### src/rtl/synth_pkg.sv
package synth_pkg;
  localparam int unsigned MAIN_W_D   = 12;
  localparam int unsigned MAIN_MIN_D = 128;
  localparam int unsigned MAIN_MAX_D = 2600;
  localparam int unsigned REF_W_D    = 8;
  localparam int unsigned REF_MIN_D  = 2;
  localparam int unsigned REF_MAX_D  = 80;
  localparam int unsigned PRESCALE_D = 4;
  localparam int unsigned POSTDIV_D  = 2;

  typedef struct packed {
    logic up;
    logic dn;
  } pump_req_t;
endpackage

### src/rtl/fixed_div.sv
module fixed_div #(
  parameter int unsigned N = 2
) (
  input  logic clk_i,
  input  logic rst_ni,
  input  logic en_i,
  output logic pulse_o
);
  localparam int unsigned CW = (N > 1) ? $clog2(N) : 1;

  logic [CW-1:0] cnt_q;

  // first strobe after reset fires at once, then every N strobes
  always_ff @(posedge clk_i or negedge rst_ni) begin
    if (!rst_ni) begin
      cnt_q   <= '0;
      pulse_o <= 1'b0;
    end else begin
      pulse_o <= en_i && (cnt_q == '0);
      if (en_i) cnt_q <= (cnt_q == '0) ? CW'(N - 1) : cnt_q - CW'(1);
    end
  end

  assert_fix_needs_en_R10: assert property (@(posedge clk_i) disable iff (!rst_ni)
    pulse_o |-> $past(en_i));
  assert_fix_single_R2: assert property (@(posedge clk_i) disable iff (!rst_ni)
    pulse_o |=> !pulse_o);
endmodule

### src/rtl/ratio_div.sv
module ratio_div #(
  parameter int unsigned W   = 12,
  parameter int unsigned MIN = 128,
  parameter int unsigned MAX = 2600
) (
  input  logic         clk_i,
  input  logic         rst_ni,
  input  logic         en_i,
  input  logic [W-1:0] ratio_i,
  output logic         pulse_o
);
  localparam int unsigned CW = $clog2(MAX + 1);

  logic [CW-1:0] cnt_q;

  function automatic logic [CW-1:0] clamp_f(logic [W-1:0] r);
    if (r < W'(MIN)) return CW'(MIN);
    if (r > W'(MAX)) return CW'(MAX);
    return CW'(r);
  endfunction

  // ratio is sampled only at terminal count
  always_ff @(posedge clk_i or negedge rst_ni) begin
    if (!rst_ni) begin
      cnt_q   <= '0;
      pulse_o <= 1'b0;
    end else begin
      pulse_o <= en_i && (cnt_q == '0);
      if (en_i) cnt_q <= (cnt_q == '0) ? clamp_f(ratio_i) - CW'(1) : cnt_q - CW'(1);
    end
  end

  assert_cnt_range_R3: assert property (@(posedge clk_i) disable iff (!rst_ni)
    cnt_q <= CW'(MAX - 1));
  assert_div_needs_en_R10: assert property (@(posedge clk_i) disable iff (!rst_ni)
    pulse_o |-> $past(en_i));
  assert_div_single_R4: assert property (@(posedge clk_i) disable iff (!rst_ni)
    pulse_o |=> !pulse_o);
endmodule

### src/rtl/pfd.sv
module pfd
  import synth_pkg::*;
(
  input  logic      clk_i,
  input  logic      rst_ni,
  input  logic      ref_i,
  input  logic      fb_i,
  output pump_req_t req_o
);
  pump_req_t req_q;

  // clearing dominates over a new edge
  always_ff @(posedge clk_i or negedge rst_ni) begin
    if (!rst_ni) begin
      req_q <= '0;
    end else if (req_q.up && req_q.dn) begin
      req_q <= '0;
    end else begin
      req_q.up <= req_q.up | ref_i;
      req_q.dn <= req_q.dn | fb_i;
    end
  end

  assign req_o = req_q;

  assert_both_clear_R8: assert property (@(posedge clk_i) disable iff (!rst_ni)
    (req_q.up && req_q.dn) |=> (!req_q.up && !req_q.dn));
  assert_up_cause_R7: assert property (@(posedge clk_i) disable iff (!rst_ni)
    $rose(req_q.up) |-> $past(ref_i));
  assert_dn_cause_R7: assert property (@(posedge clk_i) disable iff (!rst_ni)
    $rose(req_q.dn) |-> $past(fb_i));
endmodule

### src/rtl/synth_pfd_core.sv
module synth_pfd_core
  import synth_pkg::*;
#(
  parameter int unsigned MAIN_W   = MAIN_W_D,
  parameter int unsigned MAIN_MIN = MAIN_MIN_D,
  parameter int unsigned MAIN_MAX = MAIN_MAX_D,
  parameter int unsigned REF_W    = REF_W_D,
  parameter int unsigned REF_MIN  = REF_MIN_D,
  parameter int unsigned REF_MAX  = REF_MAX_D,
  parameter int unsigned PRESCALE = PRESCALE_D,
  parameter int unsigned POSTDIV  = POSTDIV_D
) (
  input  logic              clk_i,
  input  logic              rst_ni,
  input  logic              vco_en_i,
  input  logic              xtal_en_i,
  input  logic [MAIN_W-1:0] main_ratio_i,
  input  logic [REF_W-1:0]  ref_ratio_i,
  output logic              up_o,
  output logic              dn_o,
  output logic              fb_edge_o,
  output logic              ref_edge_o
);
  logic      pre_p;
  logic      refdiv_p;
  pump_req_t req;

  fixed_div #(.N(PRESCALE)) u_pre (
    .clk_i(clk_i), .rst_ni(rst_ni), .en_i(vco_en_i), .pulse_o(pre_p));

  ratio_div #(.W(MAIN_W), .MIN(MAIN_MIN), .MAX(MAIN_MAX)) u_main (
    .clk_i(clk_i), .rst_ni(rst_ni), .en_i(pre_p), .ratio_i(main_ratio_i),
    .pulse_o(fb_edge_o));

  ratio_div #(.W(REF_W), .MIN(REF_MIN), .MAX(REF_MAX)) u_ref (
    .clk_i(clk_i), .rst_ni(rst_ni), .en_i(xtal_en_i), .ratio_i(ref_ratio_i),
    .pulse_o(refdiv_p));

  fixed_div #(.N(POSTDIV)) u_post (
    .clk_i(clk_i), .rst_ni(rst_ni), .en_i(refdiv_p), .pulse_o(ref_edge_o));

  pfd u_pfd (
    .clk_i(clk_i), .rst_ni(rst_ni), .ref_i(ref_edge_o), .fb_i(fb_edge_o),
    .req_o(req));

  assign up_o = req.up;
  assign dn_o = req.dn;

  assert_coincide_R9: assert property (@(posedge clk_i) disable iff (!rst_ni)
    (ref_edge_o && fb_edge_o && !up_o && !dn_o) |=> (up_o && dn_o));
endmodule

### config.mk
export PLATFORM = sky130hd
export DESIGN_NAME = synth_pfd_core
export DESIGN_NICKNAME = d
export VERILOG_FILES = /design/src/rtl/synth_pkg.sv /design/src/rtl/fixed_div.sv /design/src/rtl/ratio_div.sv /design/src/rtl/pfd.sv /design/src/rtl/synth_pfd_core.sv
export SDC_FILE = /design/constraint.sdc
export NUM_CORES = 1
export LEC_CHECK = 0
export BUFFER_PORTS_ARGS = -buffer_cell sky130_fd_sc_hd__buf_2
export CORE_MARGIN = 5
export CORE_UTILIZATION = 40
export DETAILED_ROUTE_END_ITERATION = 8
export GPL_ROUTABILITY_DRIVEN = 0
export GPL_TIMING_DRIVEN = 1
export SLEW_MARGIN = 20
export SYNTH_ARGS = -nofsm -noshare
export SYNTH_HDL_FRONTEND = slang
export SYNTH_SLANG_ARGS = --single-unit
### constraint.sdc
create_clock -name clk_i -period 3 [get_ports clk_i]
set_input_delay 0.15 -clock clk_i [delete_from_list [all_inputs] [get_ports clk_i]]
set_output_delay 0.15 -clock clk_i [all_outputs]
set_load 0.005 [all_outputs]
==> impl_metrics.prom <==
# TYPE chip_impl_metric gauge
chip_impl_metric{name="setup_viol_count_final",unit=""} 0
chip_impl_metric{name="post_synth_mux_area_share",unit=""} 0.0521
chip_impl_info{name="synthMostInstantiatedCell",value="sky130_fd_sc_hd__dfrtp_1"} 1
chip_impl_metric{name="synth_top_area_frac",unit=""} 0.384
chip_impl_metric{name="dpl-instance-area",unit="um2"} 2060
chip_impl_metric{name="maxSlewHeadroom",unit=""} 0.581
chip_impl_metric{name="syn2layout_area_growth",unit="%"} 16.5
chip_impl_metric{name="antenna_violating_nets_left",unit=""} 0
chip_impl_metric{name="numCtsBuffers",unit=""} 3
chip_impl_metric{name="die_width",unit="um"} 77.6
chip_impl_info{name="worst_setup_path_category",value="reg2reg"} 1
chip_impl_metric{name="final_cell_count_no_fill",unit=""} 284
chip_impl_info{name="critPathTopFamily",value="simple AND/OR/NAND/NOR gates"} 1
chip_impl_metric{name="drt-vias-per-instance",unit=""} 5.68
chip_impl_metric{name="vias_in_the_first_global_route",unit=""} 1508
chip_impl_info{name="worstHoldPathType",value="in2reg"} 1
chip_impl_metric{name="detailed_place_hpwl",unit="um"} 3190
chip_impl_info{name="worst_setup_path_end_kind",value="flop"} 1
chip_impl_metric{name="fin_crit_sh",unit=""} 0.932
chip_impl_metric{name="setup_slack",unit="ns"} 0.204
chip_impl_metric{name="via_count",unit=""} 1613
chip_impl_metric{name="setup_tns",unit="ns"} 0
chip_impl_metric{name="post_synthesis_cells",unit=""} 197
chip_impl_metric{name="clkSlewWorstSetupHoldPaths",unit="ns"} 0.09
chip_impl_metric{name="async_reset_ff_frac",unit=""} 1.00
chip_impl_metric{name="syn-num-nets",unit=""} 224
chip_impl_metric{name="powerDensity",unit="nW/um2"} 575
chip_impl_metric{name="clkLatencyLatePin",unit="ns"} 0.27
chip_impl_metric{name="dp_cells",unit=""} 279
chip_impl_metric{name="drt-pass1-iter-count",unit=""} 4
chip_impl_metric{name="dp_slack",unit="ns"} 0.182
chip_impl_metric{name="gr-total-overflow",unit=""} 0
chip_impl_info{name="cts_tree",value="done"} 1
chip_impl_metric{name="first_iter_violations",unit=""} 41
chip_impl_metric{name="fmax",unit="GHz"} 0.358
chip_impl_metric{name="net_count_of_the_finished_layout",unit=""} 260
chip_impl_metric{name="core_region",unit="um2"} 4380
chip_impl_info{name="synth_top_flop_cell",value="sky130_fd_sc_hd__dfrtp_1"} 1
chip_impl_metric{name="track_usage",unit=""} 0.135
chip_impl_metric{name="yosysUniqueCellTypes",unit=""} 57
chip_impl_metric{name="core_rows",unit=""} 24
chip_impl_info{name="largest_cells_by_area_after_synthesis",value="sky130_fd_sc_hd__dfrtp_1, sky130_fd_sc_hd__a31oi_1, sky130_fd_sc_hd__nor2_1"} 1
chip_impl_metric{name="power_leakage",unit="uW"} 0.000895
chip_impl_metric{name="synthesis.yosys.warnings",unit=""} 0
chip_impl_metric{name="synth_seq_cells",unit=""} 28
chip_impl_metric{name="mappedNetlistArea",unit="um2"} 1830
chip_impl_info{name="ys_top_cells_by_count",value="sky130_fd_sc_hd__dfrtp_1, sky130_fd_sc_hd__nor2_1, sky130_fd_sc_hd__a21oi_1, sky130_fd_sc_hd__a31oi_1, sky130_fd_sc_hd__nand2_1"} 1
chip_impl_info{name="largest_family_of_logic_cells_by_synthesized_area",value="simple AND/OR/NAND/NOR gates"} 1
chip_impl_metric{name="cts.path.max_buffers",unit=""} 2
chip_impl_metric{name="count_of_flip_flops_with_a_built_in_enable_after_synthesis",unit=""} 0
chip_impl_metric{name="htree_levels",unit=""} 1
chip_impl_metric{name="peakVddDrop",unit="uV"} 458
chip_impl_metric{name="synth-adder-area-share",unit=""} 0.0205
chip_impl_metric{name="synth-simple-area-share",unit=""} 0.266
chip_impl_metric{name="regToRegSetupSlack",unit="ns"} 0.20
chip_impl_metric{name="crit_buf_inv",unit=""} 0
chip_impl_metric{name="finalCriticalPeriod",unit="ns"} 2.80
chip_impl_info{name="grt_setup_unrepaired",value="false"} 1
chip_impl_metric{name="share_of_the_synthesized_area_in_compound_gates_ao_oa_aoi_oai",unit=""} 0.225
chip_impl_metric{name="die_area",unit="um2"} 6020
chip_impl_metric{name="synthXorXnorAreaFrac",unit=""} 0.0288
chip_impl_metric{name="insertedDiodeCount",unit=""} 0
chip_impl_metric{name="design.portCount",unit=""} 28
chip_impl_metric{name="synth.yosys.seq_area_share",unit=""} 0.384
chip_impl_metric{name="grt_start_max_net_pins",unit=""} 29
chip_impl_info{name="crit_path_start_kind",value="flop"} 1
chip_impl_metric{name="path_max_fanout",unit=""} 5
chip_impl_metric{name="initial_core_util",unit=""} 0.417
chip_impl_metric{name="finalInstanceArea",unit="um2"} 2130
chip_impl_info{name="synth.largest_area_cell",value="sky130_fd_sc_hd__dfrtp_1"} 1
chip_impl_info{name="critical-path-slowest-cell",value="sky130_fd_sc_hd__or4_4"} 1
chip_impl_metric{name="totalWireLength",unit="um"} 3990
chip_impl_metric{name="post_route_cells_drive_above_1_share",unit=""} 0.228
chip_impl_metric{name="max_stage_delay",unit="ns"} 0.59
chip_impl_info{name="crit_path_cell_trace",value="or4_4 > a211oi_4 > nand2_1 > nor2_2 > a21oi_1 > ha_1 > nand2b_1 > nand4bb_4 > nor3_1 > or4_1"} 1
chip_impl_metric{name="antenna_found_initial",unit=""} 0
chip_impl_info{name="clock_tree.root_cell",value="sky130_fd_sc_hd__clkbuf_8"} 1
chip_impl_metric{name="postSynthAreaPerCell",unit="um2"} 9.27
chip_impl_info{name="run_status",value="completed"} 1
chip_impl_metric{name="slew_violations",unit=""} 0
chip_impl_metric{name="timing.max_cap.violations",unit=""} 0
chip_impl_metric{name="placement.io_buffers",unit=""} 27
chip_impl_metric{name="arrival_time_reported_for_the_critical_path_endpoint",unit="ns"} 2.94
chip_impl_metric{name="worst-endpoint-required",unit="ns"} 3.15
chip_impl_metric{name="die_y",unit="um"} 77.6
chip_impl_metric{name="drt_drc_violations_left",unit=""} 0
chip_impl_metric{name="final_core_util",unit=""} 0.485
chip_impl_metric{name="hold_viol",unit=""} 0
chip_impl_metric{name="final.setup_skew",unit="ns"} 0.00597
chip_impl_metric{name="wl_per_cell",unit="um"} 14.1
chip_impl_metric{name="grt_first_pass_wirelength",unit="um"} 6980
chip_impl_metric{name="postCtsSetupRepairBufs",unit=""} 0
chip_impl_metric{name="tightest_pin_transition",unit="ns"} 0.612
chip_impl_metric{name="cts_sinks",unit=""} 28
cell usage in the layout, fill, tap and decap left out, drive strengths merged, types with 5 or more instances in the layout:
| cell | n |
|---|---|
| nand3 | 5 |
| mux2i | 5 |
| nor3 | 7 |
| nand2 | 13 |
| a31oi | 12 |
| nor2 | 19 |
| buf | 33 |
| a21oi | 13 |
| o21ai | 10 |
| nor4 | 5 |
| dfrtp | 28 |
| or4 | 5 |
| inv | 9 |
path summary, 6_finish.rpt:
path	startpoint	to	cells after the start
max in group asynchronous	rst_ni	u_pre.cnt_q[1]	2
hold / removal	vco_en_i	u_pre.cnt_q[1]	2
hold reg to reg	u_post.cnt_q	u_post.pulse_o	1
setup reg to reg	u_main.cnt_q[9]	u_main.cnt_q[10]	10
min in group asynchronous	rst_ni	u_pfd.req_o[1]	2
setup / recovery	u_main.cnt_q[9]	u_main.cnt_q[10]	10
sequential cells by signal (all words and copies together) (netlist names):
| signal | flops |
|---|---|
| u_ref.pulse_o | 1 |
| u_ref.cnt_q | 7 |
| u_main.cnt_q | 12 |
| u_pre.cnt_q | 2 |
| u_post.pulse_o | 1 |
| u_pre.pulse_o | 1 |
| u_main.pulse_o | 1 |
| u_post.cnt_q | 1 |
| u_pfd.req_o | 2 |
area by class of cell:
class,instances,area [um2]
inverter,9,33.8
multi-input combinational,157,1080
clock buffer,4,55.1
sequential,28,701
tap,52,65.1
timing repair buffer,34,190
fill,442,2260
worst register-to-register path: stages, from the launching register on:
cell	delay [ns]
sky130_fd_sc_hd__dfrtp_1	0.41
sky130_fd_sc_hd__or4_4	0.59
sky130_fd_sc_hd__a211oi_4	0.29
sky130_fd_sc_hd__nand2_1	0.12
sky130_fd_sc_hd__nor2_2	0.13
sky130_fd_sc_hd__a21oi_1	0.10
sky130_fd_sc_hd__ha_1	0.23
sky130_fd_sc_hd__nand2b_1	0.10
sky130_fd_sc_hd__nand4bb_4	0.17
sky130_fd_sc_hd__nor3_1	0.06
sky130_fd_sc_hd__or4_1	0.49
metal layers:
metal / up-vias / routed length (um) / global-route usage
met2: 43 / 1860 / 0.208
met3: 4 / 181 / 0.0278
met5: - / 0 / 0
met4: 0 / 26 / 0.0223
li1: 817 / - / -
met1: 749 / 1930 / 0.198
per-stage QoR:
stage	hold slack [ns]	power, uW
5_1_grt	0.107	1330
3_5_place_dp	0.200	1010
3_3_place_gp	0.196	1010
2_1_floorplan	-0.146	872
4_1_cts	0.0985	1240
6_report	0.108	1220
power by group:
group / internal [uW] / switching [uW]
combinational: 187 / 196
clock: 117 / 105
sequential: 496 / 121
total: 801 / 423
cells by family (layout without fill, tap and decap cells):
group                    after synthesis  after routing
multiplexers                           9              9
AND/OR/NAND/NOR                       81             81
XOR/XNOR                               6              6
flip-flops                            28             28
AO/OA/AOI/OAI                         58             58
buffers and inverters                 12             47
adder cells (fa/ha/maj)                3              3
what timing repair did:
item                                    4_1_cts  5_1_grt
endpoints found under the setup margin        0        1
hold buffers                                  1        0
endpoints found under the hold margin        28        0
resized for setup                             0        1
No activity file was read; power rests on OpenSTA's default activity.
